<file path="src/rtl/ovl_pe_pkg.sv">
package ovl_pe_pkg;
  localparam int NB_DIRS = 8;
  localparam int DIR_W   = $clog2(NB_DIRS);

  typedef enum logic [2:0] {
    OP_MAC  = 3'd0,
    OP_ADD  = 3'd1,
    OP_SUB  = 3'd2,
    OP_AND  = 3'd3,
    OP_OR   = 3'd4,
    OP_XOR  = 3'd5,
    OP_MUL  = 3'd6,
    OP_PASS = 3'd7
  } op_e;

  // packed: op[8:6], b_imm[5], p_imm[4], d_imm[3], dir[2:0]
  typedef struct packed {
    op_e              op;
    logic             b_imm;
    logic             p_imm;
    logic             d_imm;
    logic [DIR_W-1:0] dir;
  } mode_t;

  localparam int MODE_W = $bits(mode_t);

  typedef enum logic [1:0] {
    CFG_MODE  = 2'd0,
    CFG_DIMM  = 2'd1,
    CFG_PBIMM = 2'd2
  } cfg_sel_e;
endpackage

</file>
<file path="src/rtl/ovl_pe_cfg.sv">
module ovl_pe_cfg
  import ovl_pe_pkg::*;
#(
  parameter int W = 32
) (
  input  logic         clk,
  input  logic         rst_n,
  input  logic         run,
  input  logic         cfg_we,
  input  logic [1:0]   cfg_addr,
  input  logic [W-1:0] cfg_wdata,
  output mode_t        mode,
  output logic [W-1:0] d_imm,
  output logic [W-1:0] p_imm,
  output logic [W-1:0] b_imm
);
  localparam int HW = W / 2;

  logic          wr_ok;
  logic [MODE_W-1:0] mode_q;
  logic [W-1:0]  dimm_q;
  logic [W-1:0]  pbimm_q;

  assign wr_ok = cfg_we && !run;

  always_ff @(posedge clk or negedge rst_n) begin
    if (!rst_n) begin
      mode_q  <= '0;
      dimm_q  <= '0;
      pbimm_q <= '0;
    end else if (wr_ok) begin
      case (cfg_addr)
        CFG_MODE:  mode_q  <= cfg_wdata[MODE_W-1:0];
        CFG_DIMM:  dimm_q  <= cfg_wdata;
        CFG_PBIMM: pbimm_q <= cfg_wdata;
        default: ;
      endcase
    end
  end

  assign mode  = mode_t'(mode_q);
  assign d_imm = dimm_q;
  assign p_imm = {{(W-HW){pbimm_q[W-1]}}, pbimm_q[W-1:HW]};
  assign b_imm = {{(W-HW){pbimm_q[HW-1]}}, pbimm_q[HW-1:0]};
endmodule

</file>
<file path="src/rtl/ovl_pe_opsel.sv">
module ovl_pe_opsel
  import ovl_pe_pkg::*;
#(
  parameter int W  = 32,
  parameter int NB = NB_DIRS
) (
  input  logic [NB*W-1:0] nb_data,
  input  logic [NB-1:0]   nb_valid,
  input  mode_t           mode,
  input  logic [W-1:0]    d_imm,
  input  logic [W-1:0]    p_imm,
  input  logic [W-1:0]    b_imm,
  output logic [W-1:0]    opa,
  output logic [W-1:0]    opb,
  output logic [W-1:0]    opd,
  output logic [W-1:0]    opp,
  output logic            sel_valid
);
  logic [W-1:0] lane [NB];

  for (genvar g = 0; g < NB; g++) begin : g_lane
    assign lane[g] = nb_data[g*W +: W];
  end

  assign opa       = lane[mode.dir];
  assign sel_valid = nb_valid[mode.dir];
  assign opd       = mode.d_imm ? d_imm : opa;
  assign opp       = mode.p_imm ? p_imm : opa;
  assign opb       = mode.b_imm ? b_imm : opa;
endmodule

</file>
<file path="src/rtl/ovl_pe_core.sv">
module ovl_pe_core
  import ovl_pe_pkg::*;
#(
  parameter int W = 32
) (
  input  logic         clk,
  input  logic         rst_n,
  input  logic         adv,
  input  logic         load,
  input  op_e          op,
  input  logic [W-1:0] opa,
  input  logic [W-1:0] opb,
  input  logic [W-1:0] opd,
  input  logic [W-1:0] opp,
  output logic         s1_valid,
  output logic [W-1:0] res,
  output logic         res_valid
);
  logic [W-1:0] a_q, b_q, d_q, p_q;
  op_e          op_q;
  logic [W-1:0] prod;
  logic [W-1:0] fn;

  always_ff @(posedge clk or negedge rst_n) begin
    if (!rst_n) begin
      s1_valid <= 1'b0;
      a_q <= '0; b_q <= '0; d_q <= '0; p_q <= '0;
      op_q <= OP_MAC;
    end else if (adv) begin
      s1_valid <= load;
      if (load) begin
        a_q  <= opa;
        b_q  <= opb;
        d_q  <= opd;
        p_q  <= opp;
        op_q <= op;
      end
    end
  end

  assign prod = a_q * b_q;

  always_comb begin
    case (op_q)
      OP_MAC:  fn = prod + p_q;
      OP_ADD:  fn = a_q + d_q;
      OP_SUB:  fn = a_q - d_q;
      OP_AND:  fn = a_q & d_q;
      OP_OR:   fn = a_q | d_q;
      OP_XOR:  fn = a_q ^ d_q;
      OP_MUL:  fn = prod;
      default: fn = a_q;
    endcase
  end

  always_ff @(posedge clk or negedge rst_n) begin
    if (!rst_n) begin
      res_valid <= 1'b0;
      res       <= '0;
    end else if (adv) begin
      res_valid <= s1_valid;
      if (s1_valid) res <= fn;
    end
  end
endmodule

</file>
<file path="src/rtl/ovl_pe.sv">
module ovl_pe
  import ovl_pe_pkg::*;
#(
  parameter int W  = 32,
  parameter int NB = NB_DIRS
) (
  input  logic          clk,
  input  logic          rst_n,
  input  logic          run,
  input  logic          cfg_we,
  input  logic [1:0]    cfg_addr,
  input  logic [W-1:0]  cfg_wdata,
  input  logic [NB*W-1:0] nb_data,
  input  logic [NB-1:0] nb_valid,
  output logic          in_ready,
  output logic [W-1:0]  out_data,
  output logic          out_valid,
  input  logic          out_ready
);
  mode_t        mode;
  logic [W-1:0] d_imm, p_imm, b_imm;
  logic [W-1:0] opa, opb, opd, opp;
  logic         sel_valid, adv, fire, s1_valid;

  ovl_pe_cfg #(.W(W)) u_cfg (
    .clk(clk), .rst_n(rst_n), .run(run), .cfg_we(cfg_we),
    .cfg_addr(cfg_addr), .cfg_wdata(cfg_wdata), .mode(mode),
    .d_imm(d_imm), .p_imm(p_imm), .b_imm(b_imm)
  );

  ovl_pe_opsel #(.W(W), .NB(NB)) u_sel (
    .nb_data(nb_data), .nb_valid(nb_valid), .mode(mode),
    .d_imm(d_imm), .p_imm(p_imm), .b_imm(b_imm),
    .opa(opa), .opb(opb), .opd(opd), .opp(opp), .sel_valid(sel_valid)
  );

  assign adv      = !out_valid || out_ready;
  assign in_ready = run && adv;
  assign fire     = in_ready && sel_valid;

  ovl_pe_core #(.W(W)) u_core (
    .clk(clk), .rst_n(rst_n), .adv(adv), .load(fire), .op(mode.op),
    .opa(opa), .opb(opb), .opd(opd), .opp(opp),
    .s1_valid(s1_valid), .res(out_data), .res_valid(out_valid)
  );
endmodule

</file>
<file path="config.mk">
export PLATFORM = sky130hd
export DESIGN_NAME = ovl_pe
export DESIGN_NICKNAME = d
export VERILOG_FILES = /design/src/rtl/ovl_pe_pkg.sv /design/src/rtl/ovl_pe_cfg.sv /design/src/rtl/ovl_pe_opsel.sv /design/src/rtl/ovl_pe_core.sv /design/src/rtl/ovl_pe.sv
export SDC_FILE = /design/constraint.sdc
export NUM_CORES = 2
export LEC_CHECK = 0
export BUFFER_PORTS_ARGS = -buffer_cell sky130_fd_sc_hd__buf_2
export CORE_MARGIN = 8
export CORE_UTILIZATION = 60
export DETAILED_ROUTE_END_ITERATION = 16
export PLACE_DENSITY = 0.81
export SKIP_CTS_REPAIR_TIMING = 1
export SLEW_MARGIN = 20
export SYNTH_ARGS = -nofsm -noshare
export SYNTH_HDL_FRONTEND = slang
export SYNTH_SLANG_ARGS = --single-unit
</file>
<file path="constraint.sdc">
create_clock -name clk -period 12.6 [get_ports clk]
set_input_delay 3.15 -clock clk [delete_from_list [all_inputs] [get_ports clk]]
set_output_delay 3.15 -clock clk [all_outputs]
set_load 0.02 [all_outputs]
</file>
==> results.md <==
* Max Clk Rate at 108 MHz
* Worst R2R Setup Slack at roughly 3.3 ns
* Router iterations before antenna repair at 6
* RSZ-0062 raised after global routing: no
* Vias per inst at 6.12
* Remaining Overflow, GRT at 0
* DRT iter0 DRCs at about 2.4k
* Register area share after synthesis at 17.9%
* Die area at ~0.063 mm²
* Rows at between 80 and 90
* Commonest non-fill, non-tap cell in the layout: nand2_1
* H-Tree Depth at 1
* YS warnings at 0
* Setup Viol. Count Final at 0
* Number of global-route vias before repair at just under 30k
* Fin. Hold Viols at 0
* Layout cells sized above 1 at between 10% and 20%
* Largest net degree at the start of global routing at between 100 and 150
* Synth async-reset ratio at 100%
* CP max stage delay at about 1.0 ns
* TritonCTS Buffers at 27
* Worst hold path type: register to register
* Area Growth Syn to Fin at 9.27%
* Post-layout worst setup margin at 3.32 ns
* Multi-input gate area at between 0.02 and 0.025 mm²
* Final layout net count at around 4.8k
* Wire per inst at roughly 25 µm
* Initial Util at between 60% and 70%
* CTS root buffer: clkbuf_16
* Critical path type: register to register
* Period utilisation layout at 73.7%
* Crit. End Element: register
* Worst EP arrival at 9.76 ns
* Clk sink count at 238
* Initial antenna violation count at 9
* Die Height at ~250 µm
* Number of synthesized flops with an enable pin at 0
* Synth Register Bits at roughly 240
* Worst-Margin Slew at 1.25 ns
* Antenna Nets Post-Route at 0
* Net Count, Synth at ~4.6k
* # DRC at 0
* Max-slew violation count at 0
* Syn_area_per_cell at between 9 and 10 µm²
* Post-Place Cells at around 4.5k
* Via count at between 20k and 30k
* Mapped Cells at between 3k and 4k
* Worst Setup Start Kind: register
* Most frequent CP cell: fa_1
* Clk_lat worst skew at roughly 0.6 ns
* Worst path required time at about 13 ns
* Synthesized area at 0.0332 mm²
* Total core area at ~0.055 mm²
* Clock Skew at ~0.045 ns
* Die W at 251 µm
* Dpl hpwl at roughly 90,000 µm
* Filler instances at 4,454
* Main synth FF type: dfrtp_1
* Most frequent cells in the layout: nand2_1, inv_1, fa_1
* I/O pin count at about 340
* Max Cap Viol at 0
* Status: completed
* Slew Limit Headroom at 14.1%
* Clk slew on worst S/H paths at approximately 0.07 ns
* Min Tclk post-route at between 9 and 10 ns
* Crit-path slowest cell: dfrtp_1
* First-pass GRT wire length at 173,000 µm
* WL final at 113,000 µm
* Gp weighted congestion at between 1 and 1.5
* Yosys cell types at 87
* CTS tree: done
* Setup_tns at 0 ns
* Port-buffer cells at 336
* Critical Path Fanout Max at 19
* CTS max path bufs at 3
* GRT Util Overall at between 30% and 40%
* Non-Filler Instances at roughly 4.6k
* Register area at ~0.0060 mm²
* DP Worst Slack at 3.23 ns
[cell usage after synthesis, types with 7 or more instances]
cell type,n,area (µm²)
a211oi_1,7,52.6
a21o_1,39,293
a21oi_1,159,796
a221oi_1,20,175
a31oi_1,16,100
and2_1,284,1780
buf_1,19,71.3
buf_2,10,50.1
clkbuf_1,186,698
dfrtp_1,238,5960
fa_1,410,8210
ha_1,250,3130
inv_1,489,1840
mux2_2,94,1060
mux2i_1,39,390
mux4_2,66,1490
nand2_1,501,1880
nand2b_1,16,100
nand3_1,16,80.1
nand4_1,9,56.3
nor2_1,125,469
nor3_1,14,70.1
o21a_1,15,113
o21ai_0,282,1410
o21ai_1,7,35.0
o21bai_1,17,128
o221ai_1,10,87.6
o22ai_1,13,81.3
o31a_1,7,61.3
or3_1,7,43.8
xnor2_1,135,1180
xor2_1,30,263
[stage by stage]
stage	cell area (µm²)	hold slack (ns)	util (%)
after floorplan	33200	0.450	-
after global placement	35300	0.458	64.4
after detailed placement	35300	0.464	64.4
after CTS	36300	0.477	66.1
after global routing	36300	0.501	66.1
final	36300	0.472	66.1
[layer usage]
metal | share of wire [%] | up-vias | wire, µm | global-route usage (%)
li1 | - | 12200 | - | -
met1 | 37 | 13800 | 41900 | 45.5
met2 | 45 | 1590 | 50800 | 55.6
met3 | 11 | 318 | 12700 | 9.39
met4 | 7.1 | 6 | 8030 | 20.5
met5 | 0.033 | - | 38 | 0
[critical path: cells and delay by family (launching register included)]
kind | cells | cell delay (ns)
XOR/XNOR | 2 | 0.50
adder cells (fa/ha/maj) | 10 | 4.08
AND/OR/NAND/NOR | 5 | 0.70
buffers and inverters | 4 | 0.55
flip-flops | 1 | 1.03
AO/OA/AOI/OAI | 13 | 2.35
[state kept, by name (all words and copies together) (netlist names)]
name / cells
u_cfg.d_imm: 32
u_cfg.pbimm_q: 32
u_core.a_q: 32
u_core.b_q: 32
u_core.d_q: 32
u_core.p_q: 32
u_core.res: 32
u_cfg.mode: 9
u_core.op_q: 3
u_core.res_valid: 1
u_core.s1_valid: 1
[cell type report]
type                       count  area share (%)
sequential                   238            16.4
clock inverter                13           0.562
clock buffer                  35            2.03
multi-input combinational   2698            67.9
tap                          704            2.43
timing repair buffer         380            5.57
antenna                        5          0.0345
inverter                     489            5.06
[path summary, 6_finish.rpt]
path / from / endpoint / depth (start not counted)
max: u_core.a_q[1] / u_core.res[31] / 34
min: u_core.res[9] / u_core.res[9] / 2
max reg2reg: u_core.a_q[1] / u_core.res[31] / 34
min reg2reg: u_core.res[9] / u_core.res[9] / 2
max in group asynchronous: rst_n / u_core.a_q[10] / 2
min in group asynchronous: rst_n / u_cfg.d_imm[29] / 1
[logic make-up after synthesis]
group,after synthesis,share of synthesized area (%)
DFF,238,17.9
and+or+nand+nor,1013,14.5
muxes,199,8.84
adders and majority gates,660,34.1
xor gates and xnor gates,166,4.42
AOI/OAI and AO/OA,660,12.1
buffers and inverters,706,8.04
Power is left out: the tool's default activity adds up to more than one toggle a clock period on the data nets, which glitch-free logic cannot reach.
